===== config.mk =====
export PLATFORM = sky130hd
export DESIGN_NAME = fault_alarm_mon
export DESIGN_NICKNAME = d
export VERILOG_FILES = /design/src/rtl/fault_mon_pkg.sv /design/src/rtl/fault_pad_sync.sv /design/src/rtl/fault_event_reg.sv /design/src/rtl/fault_stretch_fsm.sv /design/src/rtl/fault_alarm_mon.sv
export SDC_FILE = /design/constraint.sdc
export NUM_CORES = 1
export LEC_CHECK = 0
export ABC_AREA = 1
export CORE_UTILIZATION = 45
export CTS_CLUSTER_DIAMETER = 40
export DETAILED_ROUTE_END_ITERATION = 6
export PLACE_DENSITY = 0.72
export SYNTH_ARGS = -nofsm -noshare
export SYNTH_HDL_FRONTEND = slang
export SYNTH_SLANG_ARGS = --single-unit

===== constraint.sdc =====
create_clock -name clk -period 3.2 [get_ports clk]
set_input_delay 0.64 -clock clk [delete_from_list [all_inputs] [get_ports clk]]
set_output_delay 0.64 -clock clk [all_outputs]
set_load 0.01 [all_outputs]

===== src/rtl/fault_mon_pkg.sv =====
package fault_mon_pkg;
    localparam int EVT_W   = 10;
    localparam int EXT_BIT = 4;
    localparam int OBS_BIT = 4;
    localparam logic [EVT_W-1:0] USED_MASK   = 10'h1AF;
    localparam logic [EVT_W-1:0] UNUSED_MASK = 10'h240;

    typedef enum logic [1:0] {
        S_IDLE   = 2'd0,
        S_ACTIVE = 2'd1,
        S_HOLD   = 2'd2
    } alarm_state_t;
endpackage


===== src/rtl/fault_pad_sync.sv =====
module fault_pad_sync #(
    parameter int STAGES = 2
) (
    input  logic clk,
    input  logic rst_n,
    input  logic d_i,
    output logic q_o
);
    logic [STAGES-1:0] chain;

    generate
        for (genvar i = 0; i < STAGES; i++) begin : g_stage
            if (i == 0) begin : g_first
                always_ff @(posedge clk or negedge rst_n) begin
                    if (!rst_n) chain[0] <= 1'b1;
                    else        chain[0] <= d_i;
                end
            end else begin : g_next
                always_ff @(posedge clk or negedge rst_n) begin
                    if (!rst_n) chain[i] <= 1'b1;
                    else        chain[i] <= chain[i-1];
                end
            end
        end
    endgenerate

    assign q_o = chain[STAGES-1];
endmodule


===== src/rtl/fault_event_reg.sv =====
module fault_event_reg
    import fault_mon_pkg::*;
(
    input  logic             clk,
    input  logic             rst_n,
    input  logic [EVT_W-1:0] evt_i,
    input  logic             ext_low_i,
    input  logic             zero_en_i,
    input  logic [EVT_W-1:0] alarm_mask_i,
    input  logic [EVT_W-1:0] shut_mask_i,
    output logic [EVT_W-1:0] status_o,
    output logic             hit_o,
    output logic             new_evt_o,
    output logic             shut_o,
    output logic             zen_o
);
    logic [EVT_W-1:0] status_d;
    logic [EVT_W-1:0] status_q;
    logic [EVT_W-1:0] masked;
    logic [EVT_W-1:0] masked_prev;
    logic [EVT_W-1:0] alarm_sel;
    logic             zen_q;

    always_comb begin
        status_d          = evt_i & USED_MASK;
        status_d[EXT_BIT] = ext_low_i;
    end

    always_comb begin
        alarm_sel          = alarm_mask_i;
        alarm_sel[OBS_BIT] = 1'b0;
        masked             = status_q & alarm_sel;
    end

    always_ff @(posedge clk or negedge rst_n) begin
        if (!rst_n) begin
            status_q    <= '0;
            masked_prev <= '0;
            zen_q       <= 1'b0;
        end else begin
            status_q    <= status_d;
            masked_prev <= masked;
            zen_q       <= zero_en_i;
        end
    end

    assign status_o  = status_q;
    assign hit_o     = |masked;
    assign new_evt_o = |(masked & ~masked_prev);
    assign shut_o    = |(status_q & shut_mask_i);
    assign zen_o     = zen_q;
endmodule


===== src/rtl/fault_stretch_fsm.sv =====
module fault_stretch_fsm
    import fault_mon_pkg::*;
#(
    parameter int STEP_TICKS = 12500,
    parameter int CODE_W     = 3
) (
    input  logic              clk,
    input  logic              rst_n,
    input  logic [CODE_W-1:0] code_i,
    input  logic              hit_i,
    input  logic              new_evt_i,
    output logic              alarm_o
);
    localparam int MAX_CODE  = (1 << CODE_W) - 1;
    localparam int MAX_TICKS = MAX_CODE * STEP_TICKS;
    localparam int TW        = $clog2(MAX_TICKS + 1);

    alarm_state_t     st, nxt;
    logic [TW-1:0]    tmr;
    logic [TW-1:0]    limit;
    logic             tmr_zero;

    assign limit    = TW'(code_i) * TW'(STEP_TICKS);
    assign tmr_zero = (tmr == '0);

    always_ff @(posedge clk or negedge rst_n) begin
        if (!rst_n) st <= S_IDLE;
        else        st <= nxt;
    end

    always_ff @(posedge clk or negedge rst_n) begin
        if (!rst_n)         tmr <= '0;
        else if (new_evt_i) tmr <= limit;
        else if (!tmr_zero) tmr <= tmr - 1'b1;
    end

    always_comb begin
        nxt = st;
        unique case (st)
            S_IDLE: begin
                if (hit_i) nxt = S_ACTIVE;               // go_active
            end
            S_ACTIVE: begin
                if (!hit_i) begin
                    if (tmr_zero) nxt = S_IDLE;          // go_idle_direct
                    else          nxt = S_HOLD;          // go_hold
                end
            end
            S_HOLD: begin
                if (hit_i)         nxt = S_ACTIVE;       // re_arm
                else if (tmr_zero) nxt = S_IDLE;         // expire
            end
            default: nxt = S_IDLE;
        endcase
    end

    always_comb begin
        unique case (st)
            S_ACTIVE, S_HOLD: alarm_o = 1'b1;
            default:          alarm_o = 1'b0;
        endcase
    end
endmodule


===== src/rtl/fault_alarm_mon.sv =====
module fault_alarm_mon
    import fault_mon_pkg::*;
#(
    parameter int STEP_TICKS  = 12500,
    parameter int SYNC_STAGES = 2,
    parameter int CODE_W      = 3
) (
    input  logic              clk,
    input  logic              rst_n,
    input  logic [9:0]        evt_i,
    input  logic              zero_en_i,
    input  logic [9:0]        alarm_mask_i,
    input  logic [9:0]        shut_mask_i,
    input  logic              pol_i,
    input  logic [CODE_W-1:0] stretch_code_i,
    input  logic              pad_in_i,
    output logic              pad_drive_low_o,
    output logic              drv_shutdown_o,
    output logic [9:0]        status_o
);
    logic                   pad_s;
    logic [SYNC_STAGES-1:0] drive_hist;
    logic                   ext_low;
    logic                   alarm_hit;
    logic                   alarm_new;
    logic                   alarm_on;
    logic                   shut;
    logic                   zen_q;
    logic                   err_pin;
    logic                   drive;

    fault_pad_sync #(.STAGES(SYNC_STAGES)) u_sync (
        .clk   (clk),
        .rst_n (rst_n),
        .d_i   (pad_in_i),
        .q_o   (pad_s)
    );

    always_ff @(posedge clk or negedge rst_n) begin
        if (!rst_n) drive_hist <= '0;
        else        drive_hist <= {drive_hist[SYNC_STAGES-2:0], drive};
    end

    assign ext_low = ~pad_s & ~pol_i & ~drive & ~(|drive_hist);

    fault_event_reg u_evt (
        .clk          (clk),
        .rst_n        (rst_n),
        .evt_i        (evt_i),
        .ext_low_i    (ext_low),
        .zero_en_i    (zero_en_i),
        .alarm_mask_i (alarm_mask_i),
        .shut_mask_i  (shut_mask_i),
        .status_o     (status_o),
        .hit_o        (alarm_hit),
        .new_evt_o    (alarm_new),
        .shut_o       (shut),
        .zen_o        (zen_q)
    );

    fault_stretch_fsm #(.STEP_TICKS(STEP_TICKS), .CODE_W(CODE_W)) u_fsm (
        .clk       (clk),
        .rst_n     (rst_n),
        .code_i    (stretch_code_i),
        .hit_i     (alarm_hit),
        .new_evt_i (alarm_new),
        .alarm_o   (alarm_on)
    );

    assign err_pin         = alarm_on | (alarm_mask_i[OBS_BIT] & zen_q);
    assign drive           = pol_i ? ~err_pin : err_pin;
    assign pad_drive_low_o = drive;
    assign drv_shutdown_o  = shut;
endmodule


==> summary.md, run 1 <==
| Metric | Value |
|---|---|
| Top Ports | 50 |
| Final setup fails | 0 |
| Routed WL per cell | 11.8 um |
| Hold path depth | 0 |
| Final #Nets | 391 |
| CTS Hold Buffers Added | 0 |
| Sequential element share of the synthesized area | 41.6% |
| CTS tree | built |
| Final cell count without fillers | 407 |
| Fin crit period | 2.62 ns |
| Synth Warn # | 0 |
| Register bit total from synthesis | 39 |
| Vias per inst | 4.81 |
| Final TNS setup | 0 ns |
| Rel. slew slack | 42.1% |
| Hold Fails Final Rpt | 0 |
| R2R setup slack | 1.38 ns |
| Critical path endpoint category | output port |
| Count of pins over their slew limit | 0 |
| WP data arrival | 1.98 ns |
| Clock latency on the worst-skew pair | 0.29 ns |
| Post-layout util | 58.9% |
| Average size of a mapped cell | 7.94 um2 |
| Core footprint | 4880 um2 |
| Synth area leader | dfrtp_1 |
| Synth top area share | 39.4% |
| Clock Pin Slew Worst Setup and Hold Paths | 0.08 ns |
| First-pass GRT wire length | 8340 um |
| Fmax achieved | 0.382 GHz |
| Share of layout cells above drive strength 1 | 11.2% |
| Status | complete, no violations |
| DRT iter0 DRCs | 100 |
| Dpl cells | 399 |
| Pre-antenna DRT Iters | 4 |
| Origin of the critical flop-to-flop path | u_fsm.tmr[0] |
| DRC Markers | 0 |
| Total CTS buffers | 5 |
| Post-synthesis instance total | 296 |
| Max H-tree Level | 2 |
| PostCTS Resize Cnt | 0 |
| Period utilization | 81.9% |
| Top post-synthesis cells by area | dfrtp_1, nand2_1, ha_1 |
| Worst hold path type | reg -> reg |
| Worst Hold Endpoint | u_sync.q_o |
| Hold_sp | u_sync.chain[0] |
| DP Wirelength | 3740 um |
| Die Span Y | 74.3 um |
| Clock root buffer | clkbuf_8 |
| PortBufs | 40 |
| Number of synthesized flops with an enable pin | 0 |
| Clock Skews | 0.00472 ns |
| Least-Margin Pin Slew | 0.869 ns |
| Antenna Violating Nets Remaining | 0 |
| Pin count of the biggest net entering global routing | 40 |
| # Max-Cap Violations | 0 |
| RePlAce Congestion | 0.821 |
| R2R cell count | 8 |
| Startpoint types | input pin |
| FP Rows | 25 |
| Vias in the first global route | 1911 |
| Ys flop type | dfrtp_1 |
| Most frequent cells after synthesis | nand2_1, dfrtp_1, nor2_1 |
| GRT Util Overall | 20.2% |
| Power Dens Cells | 500 nW/um2 |
| Drt total wl | 4810 um |
| Number of clock sinks | 39 |
| Async SR Flop Fraction | 100% |
| Worst vdd ir | 400 uV |
| Initial antenna violation count | 0 |
| R2r endpoint | u_fsm.tmr[1] |
| Leakage | 1.48 nW |
| Critical path required time | 2.56 ns |
| Worst-path fanout max | 1 |
| Fillers | 467 |
| RSZ-0062 raised after global routing | false |
| Final global-route overflow total | 0 |
| Longest Clk Path Bufs | 2 |
| Full die area | 5520 um2 |
| Die Wd | 74.3 um |
| Initial Util | 48.2% |
| Mapped Area | 2350 um2 |
| Area grow syn2layout | 22.2% |
| Most numerous cell in the Yosys netlist | nand2_1 |
| Netlist cell types | 31 |
| Pwr Total | 1.44 mW |
| Post-CTS setup buffer count | 0 |
| Routed vias | 1958 |
| Setup CP Type | in -> out |
| Antenna Cells | 0 |
-- placed cells by master (no fill, tap or decap), types with 2 or more instances in the layout --
master           instances
xor2_1                   5
nand3_1                 16
clkinvlp_4               2
clkdlybuf4s50_1         39
inv_1                   34
xnor2_1                  2
nand2_1                 93
nor2_2                   2
inv_2                    3
dfrtp_1                 37
dfstp_2                  2
a21oi_2                  9
o21ai_0                  5
nand2_4                  2
nand3b_1                 3
a221oi_1                 2
nand2_2                  4
nor2_4                   5
a21oi_1                  5
conb_1                   2
clkbuf_8                 5
nor2_1                  37
nand4_1                  3
ha_1                    14
-- through the flow --
step | setup WS (ns) | instance area [um2] | hold slack [ns]
4_1_cts | 0.562 | 2870 | 0.364
3_5_place_dp | 0.577 | 2780 | 0.351
5_1_grt | 0.483 | 2870 | 0.367
2_1_floorplan | 1.35 | 2350 | 0.344
6_report | 0.581 | 2870 | 0.361
3_3_place_gp | 0.586 | 2780 | 0.347
-- logic make-up after synthesis --
family                   count (synthesis)  synth area share, %
AO/OA/AOI/OAI                           24                 7.08
XOR/XNOR                                 7                 2.61
adder cells (fa/ha/maj)                 14                 7.45
buffers and inverters                   42                 8.14
flip-flops                              39                 41.6
other                                    1                0.160
AND/OR/NAND/NOR                        169                 32.9
-- flip-flops by register name (all words and copies together), names as in the netlist --
signal and flops:
drive_hist 2, u_evt.masked_prev 7, u_sync.q_o 1, u_evt.status_o 8, u_fsm.st 2, u_sync.chain 1, u_evt.zen_o 1, u_fsm.tmr 17
-- layer usage --
layer	vias to the layer above	global-route usage, %	share of wire (%)
met5	-	0	0
met3	7	3.66	3.2
met2	29	34.1	48
met1	918	26.0	47
met4	0	7.55	1.7
li1	1004	-	-
-- power by group --
group	total [mW]	internal (mW)	leakage (nW)	switching, mW
logic	0.467	0.201	0.966	0.266
registers	0.626	0.566	0.476	0.0596
clock network	0.343	0.156	0.0408	0.187
total	1.44	0.923	1.48	0.512
-- critical path, cell delays in order --
cell	delay (ns)
clkdlybuf4s50_1	0.40
nand2_1	0.07
nand2_1	0.05
a221oi_1	0.25
nand2_1	0.09
clkdlybuf4s50_1	0.48
-- area by class of cell --
cell class	instances	area [um2]	area share, %
Timing Repair Buffer	40	395	13.8
Clock inverter	3	23.8	0.827
Clock buffer	5	68.8	2.39
Tap cell	67	83.8	2.92
Sequential cell	39	978	34.0
Multi-Input combinational cell	216	1180	41.2
Inverter	37	139	4.83
-- how the worst max path moves through the flow --
| stage | end | startpoint |
|---|---|---|
| final | drv_shutdown_o | shut_mask_i[2] |
| after global routing | pad_drive_low_o | u_fsm.st[0] |
| after CTS | drv_shutdown_o | shut_mask_i[2] |
| after detailed placement | drv_shutdown_o | shut_mask_i[2] |
| after global placement | drv_shutdown_o | shut_mask_i[2] |
| after floorplan | u_fsm.tmr[9] | stretch_code_i[0] |
No activity file was read; power rests on OpenSTA's default activity.
==> run 2: changes to the inputs <==
--- a/config.mk
+++ b/config.mk
@@ -9,7 +9,7 @@
 export CORE_UTILIZATION = 45
 export CTS_CLUSTER_DIAMETER = 40
 export DETAILED_ROUTE_END_ITERATION = 6
-export PLACE_DENSITY = 0.72
+export PLACE_DENSITY = 0.75
 export SYNTH_ARGS = -nofsm -noshare
 export SYNTH_HDL_FRONTEND = slang
 export SYNTH_SLANG_ARGS = --single-unit
==> constraint.sdc (replaced) <==
create_clock -name clk -period 2.2 [get_ports clk]
set_input_delay 0.44 -clock clk [delete_from_list [all_inputs] [get_ports clk]]
set_output_delay 0.44 -clock clk [all_outputs]
set_load 0.01 [all_outputs]
==> run 2 against run 1 <==
  * Non-clock buffer count grew 15
  * Clock power grew 80%
  * Combinational power grew 74%
  * Cell count grew 3.7%
  * Worst setup slack lost 0.41 ns
  * Global-route usage grew 1.2 points
  * Utilization grew 3.3 points
  * Clock-buffer cell count is the same
  * Register-to-register slack lost 0.86 ns
==> summary.md, run 2 (synthesized netlist as in run 1, its figures left out) <==
| Metric | Value |
|---|---|
| Routed vias | 2015 (+2.9%) |
| Number of clock sinks | 39 (unchanged) |
| Count of pins over their slew limit | 0 (unchanged) |
| Fmax achieved | 0.493 GHz |
| Final TNS setup | 0 ns (unchanged) |
| Leakage | 1.57 nW (+6.1%) |
| Fin crit period | 2.03 ns |
| Worst hold path type | in -> async |
| Initial Util | 48.2% (unchanged) |
| # Max-Cap Violations | 0 (unchanged) |
| Most frequent cells in the layout | nand2_1, nor2_1, dfrtp_1, clkdlybuf4s50_1, inv_1 |
| FP Rows | 25 (unchanged) |
| Vias in the first global route | 1994 (+4.3%) |
| Fillers | 433 (-7.3%) |
| Routed WL per cell | 12.3 um (+4.3%) |
| Post-layout util | 62.2% (+3.3 points) |
| Worst vdd ir | 739 uV (+85%) |
| Number of flip-flops in the largest register | 17 (unchanged) |
| Fin area | 3040 um2 (+5.7%) |
| Total CTS buffers | 5 (unchanged) |
| Clock Skews | 0.00574 ns (+0.00103 ns) |
| DP Wirelength | 3980 um (+6.4%) |
| GRT Util Overall | 21.5% (+1.2 points) |
| Most common cell after layout, fill and taps aside | nand2_1 |
| Dpl cell area | 2880 um2 (+3.4%) |
| Final setup fails | 0 (unchanged) |
| Full die area | 5520 um2 (unchanged) |
| First-pass GRT wire length | 8790 um (+5.4%) |
| RePlAce Congestion | 0.847 (+3.1%) |
| Antenna Violating Nets Remaining | 0 (unchanged) |
| DRT iter0 DRCs | 74 (-26%) |
| Setup CP Type | reg -> out |
| Hold Fails Final Rpt | 0 (unchanged) |
| Clock root buffer | clkbuf_8 |
| Area grow syn2layout | 29.2% |
| Critical path required time | 1.76 ns (-0.80 ns) |
| Clock latency on the worst-skew pair | 0.30 ns (about the same) |
| Pwr Total | 2.33 mW (+63%) |
| Startpoint types | flip-flop |
| Drt total wl | 5200 um (+8.1%) |
| Area taken by flip-flops and latches | 978 um2 (unchanged) |
| WP data arrival | 1.59 ns (-0.39 ns) |
| R2R cell count | 9 (+1) |
| Die Wd | 74.3 um (unchanged) |
| PortBufs | 40 (unchanged) |
| Antenna Cells | 0 (unchanged) |
| Final global-route overflow total | 0 (unchanged) |
| Area occupied by multi-input gates | 1200 um2 (+1.4%) |
| Share of layout cells above drive strength 1 | 16.1% (+4.9 points) |
| Max H-tree Level | 2 (unchanged) |
| Longest Clk Path Bufs | 2 (unchanged) |
| Pin count of the biggest net entering global routing | 23 (-43%) |
| Pre-antenna DRT Iters | 4 (unchanged) |
| Worst-path fanout max | 2 (+1) |
| Core footprint | 4880 um2 (unchanged) |
| Power Dens Cells | 769 nW/um2 (+54%) |
| Die Span Y | 74.3 um (unchanged) |
| Rel. slew slack | 66.6% (+25 points) |
| Vias per inst | 4.77 (-0.75%) |
| Status | complete, no violations |
| Reg with most FFs | u_fsm.tmr |
| Top Ports | 50 (unchanged) |
| Final #Nets | 406 (+3.8%) |
| Least-Margin Pin Slew | 0.501 ns (-0.368 ns) |
| CTS tree | built |
| Initial antenna violation count | 0 (unchanged) |
| Critical path endpoint category | output port |
| Period utilization | 92.2% |
| RSZ-0062 raised after global routing | false |
| DRC Markers | 0 (unchanged) |
| Clock Pin Slew Worst Setup and Hold Paths | 0.08 ns (about the same) |
run 2: final cells by class:
type | count | share of cell area (%)
Inverter | 37 | 4.57
Clock inverter | 3 | 1.52
Tap cell | 67 | 2.76
Multi-Input combinational cell | 216 | 39.6
Sequential cell | 39 | 32.2
Clock buffer | 5 | 2.27
Timing Repair Buffer | 55 | 17.1
run 2: metal layers:
| layer | global-route usage, % | part of all wire (%) | routed length, um |
|---|---|---|---|
| met5 | 0 | 0 | 0 |
| met4 | 8.60 | 2.2 | 114 |
| met3 | 4.07 | 2.2 | 116 |
| met2 | 37.3 | 50 | 2580 |
| met1 | 26.3 | 46 | 2390 |
run 2: where the power goes:
part / switching, mW / internal, mW / total, mW
Sequential: 0.0843 / 0.824 / 0.908
Clock: 0.274 / 0.342 / 0.616
Combinational: 0.442 / 0.368 / 0.811
Total: 0.801 / 1.53 / 2.33
run 2: stage by stage:
step	hold WS, ns	setup slack [ns]	instances
final	0.0980	0.171	422
after global routing	0.115	0.0244	422
after CTS	0.106	0.0274	420
after detailed placement	0.347	-0.0402	410
after global placement	0.345	-0.0135	410
after floorplan	0.144	0.550	297
run 2: worst paths after layout:
kind	start	to	slack (ns)
max in group asynchronous	rst_n	u_sync.q_o	1.49
min in group clk	u_sync.chain[0]	u_sync.q_o	0.36
worst max register to register	u_fsm.tmr[0]	u_fsm.tmr[1]	0.52
worst min-delay path	rst_n	u_evt.status_o[8]	0.1
worst max-delay path	u_fsm.st[1]	pad_drive_low_o	0.17
worst min register to register	u_sync.chain[0]	u_sync.q_o	0.36
run 2: what timing repair did:
item	in CTS	in global routing
resized for setup	2	5
buffers inserted	2	2
pin swaps	0	1
hold buffers	0	0
endpoints found under the setup margin	2	1
endpoints found under the hold margin	0	0
gates cloned	0	0
run 2: critical path: stages, from the launching register on:
cell and delay (ns):
dfrtp_1 0.40, inv_2 0.09, ha_4 0.20, a21oi_2 0.11, xor2_1 0.18, inv_1 0.08, clkdlybuf4s15_1 0.23
